**src/rtl/nfc_pkg.sv**
```systemverilog
package nfc_pkg;
  typedef enum logic [1:0] {
    OP_NONE = 2'd0,
    OP_PROG = 2'd1,
    OP_PAGE = 2'd2,
    OP_CHIP = 2'd3
  } op_e;

  localparam logic [31:0] KEY_ADDR_A = 32'h0000_5555;
  localparam logic [31:0] KEY_ADDR_B = 32'h0000_2AAA;

  localparam logic [7:0] KEY_BYTE_A = 8'hAA;
  localparam logic [7:0] KEY_BYTE_B = 8'h55;
  localparam logic [7:0] SEL_PROG   = 8'hA0;
  localparam logic [7:0] SEL_ERASE  = 8'h80;
  localparam logic [7:0] SEL_IDIN   = 8'h90;
  localparam logic [7:0] SEL_IDOUT  = 8'hF0;
  localparam logic [7:0] SEL_LOCK   = 8'h70;
  localparam logic [7:0] FIN_PAGE   = 8'h50;
  localparam logic [7:0] FIN_CHIP   = 8'h10;
endpackage

```
**src/rtl/nfc_seq_fsm.sv**
```systemverilog
module nfc_seq_fsm
  import nfc_pkg::*;
#(
  parameter int ADDR_W = 17,
  parameter int DATA_W = 8
) (
  input  logic              clk,
  input  logic              rst,
  input  logic              wr_en,
  input  logic [ADDR_W-1:0] wr_addr,
  input  logic [DATA_W-1:0] wr_data,
  output logic              hit_prog,
  output logic              hit_page,
  output logic              hit_chip,
  output logic              hit_lock,
  output logic              hit_id_in,
  output logic              hit_id_out
);
  localparam logic [ADDR_W-1:0] ADR_A = ADDR_W'(KEY_ADDR_A);
  localparam logic [ADDR_W-1:0] ADR_B = ADDR_W'(KEY_ADDR_B);

  typedef enum logic [2:0] {
    S_IDLE, S_K1, S_K2, S_PRG, S_E1, S_E2, S_E3, S_LCK
  } seq_e;

  seq_e st, nxt;
  logic on_a, on_b;

  assign on_a = (wr_addr == ADR_A);
  assign on_b = (wr_addr == ADR_B);

  always_comb begin
    nxt        = st;
    hit_prog   = 1'b0;
    hit_page   = 1'b0;
    hit_chip   = 1'b0;
    hit_lock   = 1'b0;
    hit_id_in  = 1'b0;
    hit_id_out = 1'b0;
    if (wr_en) begin
      nxt = S_IDLE;
      case (st)
        S_IDLE: if (on_a && wr_data == DATA_W'(KEY_BYTE_A)) nxt = S_K1;
        S_K1:   if (on_b && wr_data == DATA_W'(KEY_BYTE_B)) nxt = S_K2;
        S_K2: begin
          if (on_a) begin
            if (wr_data == DATA_W'(SEL_PROG))  nxt = S_PRG;
            if (wr_data == DATA_W'(SEL_ERASE)) nxt = S_E1;
            if (wr_data == DATA_W'(SEL_LOCK))  nxt = S_LCK;
            hit_id_in  = (wr_data == DATA_W'(SEL_IDIN));
            hit_id_out = (wr_data == DATA_W'(SEL_IDOUT));
          end
        end
        S_PRG:  hit_prog = 1'b1;
        S_E1:   if (on_a && wr_data == DATA_W'(KEY_BYTE_A)) nxt = S_E2;
        S_E2:   if (on_b && wr_data == DATA_W'(KEY_BYTE_B)) nxt = S_E3;
        S_E3: begin
          hit_page = (wr_data == DATA_W'(FIN_PAGE));
          hit_chip = on_a && (wr_data == DATA_W'(FIN_CHIP));
        end
        S_LCK:  hit_lock = 1'b1;
        default: nxt = S_IDLE;
      endcase
    end
  end

  always_ff @(posedge clk) begin
    if (rst) st <= S_IDLE;
    else     st <= nxt;
  end


  idle_step_chk: assert property (@(posedge clk) disable iff (rst)
    (wr_en && st == S_IDLE) |=> (st == S_IDLE || st == S_K1));


  prog_origin_chk: assert property (@(posedge clk) disable iff (rst)
    hit_prog |=> (st == S_IDLE));
endmodule

```
**src/rtl/nfc_boot_lock.sv**
```systemverilog
module nfc_boot_lock #(
  parameter int ADDR_W = 17,
  parameter int BOOT_W = 13
) (
  input  logic              clk,
  input  logic              rst,
  input  logic              set_req,
  input  logic [ADDR_W-1:0] wr_addr,
  output logic              lock_top,
  output logic              lock_bot,
  output logic              region_ok,
  output logic              chip_ok
);
  localparam int REG_W = ADDR_W - BOOT_W;

  logic [REG_W-1:0] region;
  logic in_top, in_bot;

  assign region    = wr_addr[ADDR_W-1:BOOT_W];
  assign in_top    = (region == {REG_W{1'b1}});
  assign in_bot    = (region == '0);
  assign region_ok = !(lock_top && in_top) && !(lock_bot && in_bot);
  assign chip_ok   = !lock_top && !lock_bot;

  always_ff @(posedge clk) begin
    if (rst) begin
      lock_top <= 1'b0;
      lock_bot <= 1'b0;
    end else if (set_req) begin
      if (wr_addr == {ADDR_W{1'b1}}) lock_top <= 1'b1;
      if (wr_addr == '0)             lock_bot <= 1'b1;
    end
  end


  top_sticky_chk: assert property (@(posedge clk) disable iff (rst)
    lock_top |=> lock_top);


  bot_sticky_chk: assert property (@(posedge clk) disable iff (rst)
    lock_bot |=> lock_bot);
endmodule

```
**src/rtl/nfc_id_mux.sv**
```systemverilog
module nfc_id_mux #(
  parameter int          ADDR_W   = 17,
  parameter int          DATA_W   = 8,
  parameter logic [7:0]  MFR_CODE = 8'hDA,
  parameter logic [7:0]  DEV_CODE = 8'h31
) (
  input  logic              clk,
  input  logic              rst,
  input  logic              id_in,
  input  logic              id_out,
  input  logic [ADDR_W-1:0] rd_addr,
  input  logic              lock_top,
  input  logic              lock_bot,
  output logic              id_active,
  output logic [DATA_W-1:0] rd_data
);
  localparam logic [ADDR_W-1:0] BOT_STAT = ADDR_W'(2);
  localparam logic [ADDR_W-1:0] TOP_STAT = {ADDR_W{1'b1}} - ADDR_W'(13);

  logic [DATA_W-1:0] sel;

  always_comb begin
    sel = '0;
    if (id_active) begin
      if (rd_addr == BOT_STAT)           sel = DATA_W'({lock_bot, 1'b0});
      else if (rd_addr == TOP_STAT)      sel = DATA_W'({lock_top, 1'b0});
      else if (rd_addr[7:0] == 8'h00)    sel = DATA_W'(MFR_CODE);
      else if (rd_addr[7:0] == 8'h01)    sel = DATA_W'(DEV_CODE);
    end
  end

  always_ff @(posedge clk) begin
    if (rst) begin
      id_active <= 1'b0;
      rd_data   <= '0;
    end else begin
      if (id_in)       id_active <= 1'b1;
      else if (id_out) id_active <= 1'b0;
      rd_data <= sel;
    end
  end


  quiet_outside_chk: assert property (@(posedge clk) disable iff (rst)
    !id_active |=> (rd_data == '0));


  id_enter_chk: assert property (@(posedge clk) disable iff (rst)
    id_in |=> id_active);
endmodule

```
**src/rtl/nfc_cmd_decoder.sv**
```systemverilog
module nfc_cmd_decoder
  import nfc_pkg::*;
#(
  parameter int ADDR_W = 17,
  parameter int DATA_W = 8,
  parameter int PAGE_W = 12,
  parameter int BOOT_W = 13
) (
  input  logic              clk,
  input  logic              rst,
  input  logic              wr_stb,
  input  logic [ADDR_W-1:0] wr_addr,
  input  logic [DATA_W-1:0] wr_data,
  input  logic              busy,
  input  logic [ADDR_W-1:0] rd_addr,
  output logic              cmd_valid,
  output logic [1:0]        cmd_op,
  output logic [ADDR_W-1:0] cmd_addr,
  output logic [DATA_W-1:0] cmd_data,
  output logic              id_active,
  output logic [DATA_W-1:0] rd_data
);
  logic wr_en;
  logic hit_prog, hit_page, hit_chip, hit_lock, hit_id_in, hit_id_out;
  logic lock_top, lock_bot, region_ok, chip_ok;
  logic go_prog, go_page, go_chip;

  assign wr_en = wr_stb && !busy;

  nfc_seq_fsm #(.ADDR_W(ADDR_W), .DATA_W(DATA_W)) u_fsm (
    .clk(clk), .rst(rst), .wr_en(wr_en), .wr_addr(wr_addr), .wr_data(wr_data),
    .hit_prog(hit_prog), .hit_page(hit_page), .hit_chip(hit_chip),
    .hit_lock(hit_lock), .hit_id_in(hit_id_in), .hit_id_out(hit_id_out)
  );

  nfc_boot_lock #(.ADDR_W(ADDR_W), .BOOT_W(BOOT_W)) u_lock (
    .clk(clk), .rst(rst), .set_req(hit_lock), .wr_addr(wr_addr),
    .lock_top(lock_top), .lock_bot(lock_bot),
    .region_ok(region_ok), .chip_ok(chip_ok)
  );

  nfc_id_mux #(.ADDR_W(ADDR_W), .DATA_W(DATA_W)) u_idm (
    .clk(clk), .rst(rst), .id_in(hit_id_in), .id_out(hit_id_out),
    .rd_addr(rd_addr), .lock_top(lock_top), .lock_bot(lock_bot),
    .id_active(id_active), .rd_data(rd_data)
  );

  assign go_prog = hit_prog && region_ok;
  assign go_page = hit_page && region_ok;
  assign go_chip = hit_chip && chip_ok;

  always_ff @(posedge clk) begin
    if (rst) begin
      cmd_valid <= 1'b0;
      cmd_op    <= OP_NONE;
      cmd_addr  <= '0;
      cmd_data  <= '0;
    end else begin
      cmd_valid <= go_prog || go_page || go_chip;
      if (go_prog || go_page || go_chip) begin
        cmd_data <= wr_data;
        if (go_prog) begin
          cmd_op   <= OP_PROG;
          cmd_addr <= wr_addr;
        end else if (go_page) begin
          cmd_op   <= OP_PAGE;
          cmd_addr <= {wr_addr[ADDR_W-1:PAGE_W], {PAGE_W{1'b0}}};
        end else begin
          cmd_op   <= OP_CHIP;
          cmd_addr <= '0;
        end
      end
    end
  end


  single_pulse_chk: assert property (@(posedge clk) disable iff (rst)
    cmd_valid |=> !cmd_valid);


  busy_block_chk: assert property (@(posedge clk) disable iff (rst)
    (wr_stb && busy) |=> !cmd_valid);


  page_base_chk: assert property (@(posedge clk) disable iff (rst)
    (cmd_valid && cmd_op == OP_PAGE) |-> (cmd_addr[PAGE_W-1:0] == '0));


  locked_prog_chk: assert property (@(posedge clk) disable iff (rst)
    (cmd_valid && cmd_op != OP_CHIP) |->
      !(lock_top && cmd_addr[ADDR_W-1:BOOT_W] == {(ADDR_W-BOOT_W){1'b1}}) &&
      !(lock_bot && cmd_addr[ADDR_W-1:BOOT_W] == '0));
endmodule

```
**config.mk**
```make
export PLATFORM = sky130hd
export DESIGN_NAME = nfc_cmd_decoder
export DESIGN_NICKNAME = d
export VERILOG_FILES = /design/src/rtl/nfc_pkg.sv /design/src/rtl/nfc_seq_fsm.sv /design/src/rtl/nfc_boot_lock.sv /design/src/rtl/nfc_id_mux.sv /design/src/rtl/nfc_cmd_decoder.sv
export SDC_FILE = /design/constraint.sdc
export NUM_CORES = 1
export LEC_CHECK = 0
export BUFFER_PORTS_ARGS = -buffer_cell sky130_fd_sc_hd__buf_2
export CAP_MARGIN = 10
export CORE_MARGIN = 8
export CORE_UTILIZATION = 46
export CTS_CLUSTER_DIAMETER = 200
export CTS_CLUSTER_SIZE = 25
export DETAILED_ROUTE_END_ITERATION = 10
export PLACE_DENSITY = 0.79
export RECOVER_POWER = 50
export SYNTH_ARGS = -nofsm -noshare
export SYNTH_HDL_FRONTEND = slang
export SYNTH_SLANG_ARGS = --single-unit
export TNS_END_PERCENT = 100
```
**constraint.sdc**
```tcl
create_clock -name clk -period 2.34 [get_ports clk]
set_clock_uncertainty 0.2 [all_clocks]
set_input_delay 0.351 -clock clk [delete_from_list [all_inputs] [get_ports clk]]
set_output_delay 0.351 -clock clk [all_outputs]
set_load 0.02 [all_outputs]
```
==> metrics.cfg, run 1 <==
[run_status]
outcome=complete, no violations

[critical_path]
r2r_end=cmd_addr[15]$_SDFFE_PP0P_
crit_start=u_fsm.st[1]$_SDFFE_PP0P_
worst_setup_path_end_kind=flop
crit_fanout=17
ff2ff_setup_slack_ps=270
reg2reg_depth=6
crit_required_ps=2320
crit_type=reg2reg
cp.arrival_ps=2050
r2r_start=u_fsm.st[1]$_SDFFE_PP0P_
crit_end=cmd_addr[15]$_SDFFE_PP0P_
cp-start-kind=flop

[global_route]
grt_pass1_wl_um=8340
grt_max_degree=19
antenna_found_initial=0
grt_pass1_vias=1843
grt_overflow=0
track_usage_pct=16.4

[placed_design]
hpwlAfterDp_um=3980
place_inst=309
numPortBuffers=81
routabilityCongestion=0.812

[clocking]
clock-sinks=38
cts_tree=done
post_cts_resized=0
insertion_delay_ps=290
root_buffer=clkbuf_8
clockBufferDepth=2
hold_buffers=0
postCtsSetupBuffers=0
cts_buffers=5
clk_pin_slew_ps=70
h-tree-depth=2

[final_layout]
final_cells=317
final_common_cell=buf_2
num_antenna_cells=0
final_layout_size_suffix_gt1_share_pct=24.2
area_delta_synth_final_pct=27.8
most-common-layout-cells=buf_2, dfxtp_1, clkbuf_1, a22o_1, nor2_1
nNetsFinal=314

[synthesis]
avgSynthCellArea_um2=9.54
yosysSeqAreaShare_pct=42.4
synthDistinctLibCells=42
yosys_warnings=0
synthesis.area_um2=1790
syn-num-nets=234
synthCells=188
synth_seq_cells=38

[pwr]
leakagePower_nw=0.886
clkPwrFrac_pct=47.9
p_switching_mw=0.290
internal-power_mw=1.14
pwr-share-seq_pct=45.1
power_density_nw_per_um2=625
swShare_pct=20.2
max-vdd-ir-drop_mv=0.284
comb_power_share_pct=7.0

[die]
die_h_um=78.4
rows=22
core_area_um2=3720
die_w_um=78.4
die-area_um2=6150
io-pin-count=83
start_util_pct=48.2

[sta]
max_freq_ghz=0.482
finalCriticalPeriod_ps=2070
fin_tns_setup_ps=0
timing.final.crit_share_pct=88.7
slew_violations=0
rsz0062_at_grt=false
finalHoldViolCount=0
setup_viol=0

[drt]
post_drt_wl_per_cell_um=16.0
drt_wl_total_um=5070
via_per_inst=5.59
ant_nets=0
drt_iter0_drc=69
vias=1773
dr.pass1.iters=4
drc=0

[min_path]
hold_class=in2reg

[job]
drv_cap=0

per-stage QoR:
| step | power (mW) | area [µm²] | hold WS (ps) | setup slack [ps] | util (%) |
|---|---|---|---|---|---|
| 6_report | 1.43 | 2290 | 46.3 | 265 | 61.7 |
| 5_1_grt | 1.49 | 2290 | 49.4 | 165 | 61.7 |
| 4_1_cts | 1.44 | 2340 | 44.9 | 249 | 62.9 |
| 3_5_place_dp | 0.761 | 2190 | 263 | 138 | 59.1 |
| 3_3_place_gp | 0.760 | 2190 | 256 | 152 | 59.1 |
| 2_1_floorplan | 0.697 | 1790 | 229 | 427 | - |
worst max-delay path: stages (launching register included):
cell,delay [ps]
dfxtp_1,430
and4b_1,340
nand4_1,180
a21boi_4,300
nor3_4,60
buf_4,200
a22o_1,250
cell type report:
cell class | count | area, µm²
sequential | 38 | 761
clock buffer | 6 | 82.6
tap | 48 | 60.1
fill | 358 | 1420
inverter | 1 | 3.75
clock inverter | 2 | 60.1
multi-input combinational | 138 | 942
timing repair buffer | 84 | 383
kinds of logic after synthesis:
kind of cell	Yosys count	share of synthesized area, %
AOI/OAI and AO/OA	47	19.0
muxes	2	1.19
other	1	0.209
buffers and inverters	12	5.02
and+or+nand+nor	88	32.2
DFF	38	42.4
worst min path at each step:
| stage | startpoint | endpoint | slack (ps) | cells after the start |
|---|---|---|---|---|
| 6_report | rd_addr[0] | u_idm.rd_data[1]$_SDFF_PP0_ | 50 | 2 |
| 5_1_grt | rd_addr[0] | u_idm.rd_data[1]$_SDFF_PP0_ | 50 | 2 |
| 3_5_place_dp | cmd_addr[0]$_SDFFE_PP0P_ | cmd_addr[0]$_SDFFE_PP0P_ | 260 | 1 |
| 4_1_cts | rd_addr[0] | u_idm.rd_data[1]$_SDFF_PP0_ | 40 | 2 |
| 2_1_floorplan | rd_addr[1] | u_idm.rd_data[6]$_SDFF_PP0_ | 230 | 1 |
| 3_3_place_gp | cmd_addr[2]$_SDFFE_PP0P_ | cmd_addr[2]$_SDFFE_PP0P_ | 260 | 1 |
flip-flops by register name, summed over array words and instances (netlist names):
register         flops
cmd_data             8
u_idm.rd_data        4
u_idm.id_active      1
cmd_valid            1
cmd_addr            17
cmd_op               2
u_lock.lock_top      1
u_lock.lock_bot      1
u_fsm.st             3
layer usage:
layer / up-vias / part of all wire (%) / global-route usage [%]
met4: 0 / 1.4 / 6.30
met5: - / 0 / 0
li1: 881 / - / -
met3: 7 / 7.4 / 5.69
met1: 815 / 45 / 18.9
met2: 70 / 46 / 27.2
power groups by stage:
stage          clock [mW]  combinational (mW)  sequential [mW]
2_1_floorplan           0              0.0362            0.661
3_3_place_gp            0              0.0986            0.661
3_5_place_dp            0              0.0998            0.661
4_1_cts             0.693               0.101            0.646
5_1_grt             0.730               0.110            0.646
6_report            0.686               0.101            0.646
cell usage after synthesis (all sizes together):
cell type | number | area (µm²)
a211oi | 2 | 15.0
a21bo | 1 | 10.0
a21boi | 1 | 18.8
a21oi | 11 | 55.1
a22o | 17 | 149
a31o | 1 | 8.76
a32oi | 1 | 8.76
a41oi | 1 | 8.76
and2 | 2 | 12.5
and3 | 5 | 31.3
and3b | 1 | 8.76
and4 | 2 | 17.5
and4b | 1 | 10.0
buf | 8 | 75.1
clkbuf | 3 | 11.3
conb | 1 | 3.75
dfxtp | 38 | 761
inv | 1 | 3.75
mux2 | 1 | 11.3
mux2i | 1 | 10.0
nand2 | 9 | 33.8
nand2b | 1 | 6.26
nand3 | 5 | 25.0
nand4 | 9 | 71.3
nand4b | 1 | 8.76
nand4bb | 1 | 11.3
nor2 | 13 | 48.8
nor2b | 5 | 31.3
nor3 | 12 | 93.8
nor3b | 1 | 7.51
nor4 | 11 | 81.3
nor4b | 1 | 8.76
o21a | 1 | 7.51
o21ai | 10 | 50.0
o311ai | 1 | 8.76
or3b | 7 | 61.3
or4 | 1 | 7.51
No activity file was read; power rests on OpenSTA's default activity.
==> inputs of run 2 (changes only) <==
- CORE_MARGIN: 8 -> 2
- PLACE_DENSITY: 0.79 -> 0.89
==> metrics.cfg, run 2 (synthesis gave the netlist of run 1 again) <==
[run_status]
outcome=complete, no violations

[drt]
drt_wl_total_um=4510  ; -11%
dr.pass1.iters=4  ; unchanged
vias=1779  ; +0.34%
drc=0  ; unchanged
via_per_inst=5.58  ; -0.29%
post_drt_wl_per_cell_um=14.1  ; -12%
drt_iter0_drc=121  ; +75%
ant_nets=0  ; unchanged

[pwr]
leakagePower_nw=0.874  ; -1.4%
max-vdd-ir-drop_mv=0.335  ; +18%
power_density_nw_per_um2=571  ; -8.6%

[sta]
fin_tns_setup_ps=0  ; unchanged
worst_slack_ps=270  ; +4.90 ps
slew_violations=0  ; unchanged
timing.final.crit_share_pct=88.5  ; -0.21 points
finalHoldViolCount=0  ; unchanged
setup_viol=0  ; unchanged
finalCriticalPeriod_ps=2070  ; -4.90 ps
rsz0062_at_grt=false
max_freq_ghz=0.483  ; +0.24%

[final_layout]
largestRegisters=cmd_addr (17), cmd_data (8), u_idm.rd_data (4)
top_register=cmd_addr
most-common-layout-cells=buf_2, dfxtp_1, clkbuf_1, a22o_1, nor2_1
nFillCells=342  ; -4.5%
num_antenna_cells=0  ; unchanged
largest_register_ffs=17  ; unchanged
final_common_cell=buf_2
final_layout_size_suffix_gt1_share_pct=24.7  ; +0.56 points
nNetsFinal=316  ; +0.64%
area_delta_synth_final_pct=27.1

[placed_design]
place_ws_ps=208  ; +69.3 ps
numPortBuffers=81  ; unchanged
hpwlAfterDp_um=3450  ; -13%
routabilityCongestion=0.962  ; +18%

[critical_path]
crit_required_ps=2370  ; +50 ps
crit_type=reg2reg
cp-start-kind=flop
cp.arrival_ps=2100  ; +50 ps
crit_fanout=19  ; +2
worst_setup_path_end_kind=flop

[clocking]
h-tree-depth=2  ; unchanged
root_buffer=clkbuf_8
cts_buffers=5  ; unchanged
postCtsSetupBuffers=0  ; unchanged
clk_pin_slew_ps=70  ; about the same
cts_tree=done
clock-sinks=38  ; unchanged
post_cts_resized=0  ; unchanged
insertion_delay_ps=290  ; about the same
hold_buffers=0  ; unchanged
clockBufferDepth=2  ; unchanged

[global_route]
grt_pass1_vias=1566  ; -15%
antenna_found_initial=0  ; unchanged
grt_max_degree=20  ; +1
track_usage_pct=21.2  ; +4.8 points
grt_pass1_wl_um=7130  ; -15%
grt_overflow=0  ; unchanged

[die]
start_util_pct=48.2  ; unchanged
io-pin-count=83  ; unchanged
die-area_um2=4410  ; -28%
core_area_um2=3720  ; unchanged
rows=22  ; unchanged
die_h_um=66.4  ; -15%
die_w_um=66.4  ; -15%

[min_path]
hold_class=in2reg

[job]
drv_cap=0  ; unchanged

run 2: changes by cell type in the layout (fill, tap and decap cells not counted):
| cell | delta |
|---|---|
| bufinv_16 | -1 |
| buf_4 | +2 |
| clkbuf_8 | -1 |
| clkinvlp_4 | +2 |
run 2: layer usage:
layer  vias to the layer above  global-route usage (%)  wire [µm]
met3                         4                    4.94        301
li1                        885                       -          -
met2                        72                    34.6       2130
met4                         0                    6.89         38
met5                         -                       0          0
met1                       818                    27.6       2040
run 2: worst paths after layout:
path | from | end | slack [ps] | depth (start not counted)
min reg2reg | cmd_addr[8]$_SDFFE_PP0P_ | cmd_addr[8]$_SDFFE_PP0P_ | 280 | 1
min | rd_addr[0] | u_idm.rd_data[1]$_SDFF_PP0_ | 50 | 2
max | u_fsm.st[1]$_SDFFE_PP0P_ | cmd_addr[15]$_SDFFE_PP0P_ | 270 | 6
max reg2reg | u_fsm.st[1]$_SDFFE_PP0P_ | cmd_addr[15]$_SDFFE_PP0P_ | 270 | 6
run 2: layout make-up:
cell class                 instances  area, µm²  area share (%)
inverter                           1       3.75           0.165
multi-input combinational        138        942            41.4
timing repair buffer              86        398            17.5
sequential                        38        761            33.4
tap                               48       60.1            2.64
clock buffer                       5       68.8            3.02
clock inverter                     3       45.0            1.98
run 2: power by group:
group	leakage, nW	switching, mW	internal (mW)
combinational	0.518	0.0588	0.0430
clock	0.0504	0.237	0.317
sequential	0.306	0.000000000642	0.646
total	0.874	0.296	1.01
run 2: metrics by stage:
stage	util (%)	hold WS [ps]	std cells	instance area, µm²	power (mW)
after floorplan	-	229	188	1790	0.697
after global placement	59.5	257	311	2210	0.761
after detailed placement	59.5	262	311	2210	0.762
after CTS	62.5	38.0	319	2320	1.31
after global routing	61.3	46.9	319	2280	1.35
final	61.3	45.2	319	2280	1.30
run 2: critical path, cell delays in order (launching register included):
cell and delay (ps):
dfxtp_1 420, and4b_1 350, nand4_1 190, a21boi_4 230, buf_4 230, and2_1 240
a22o_1 160
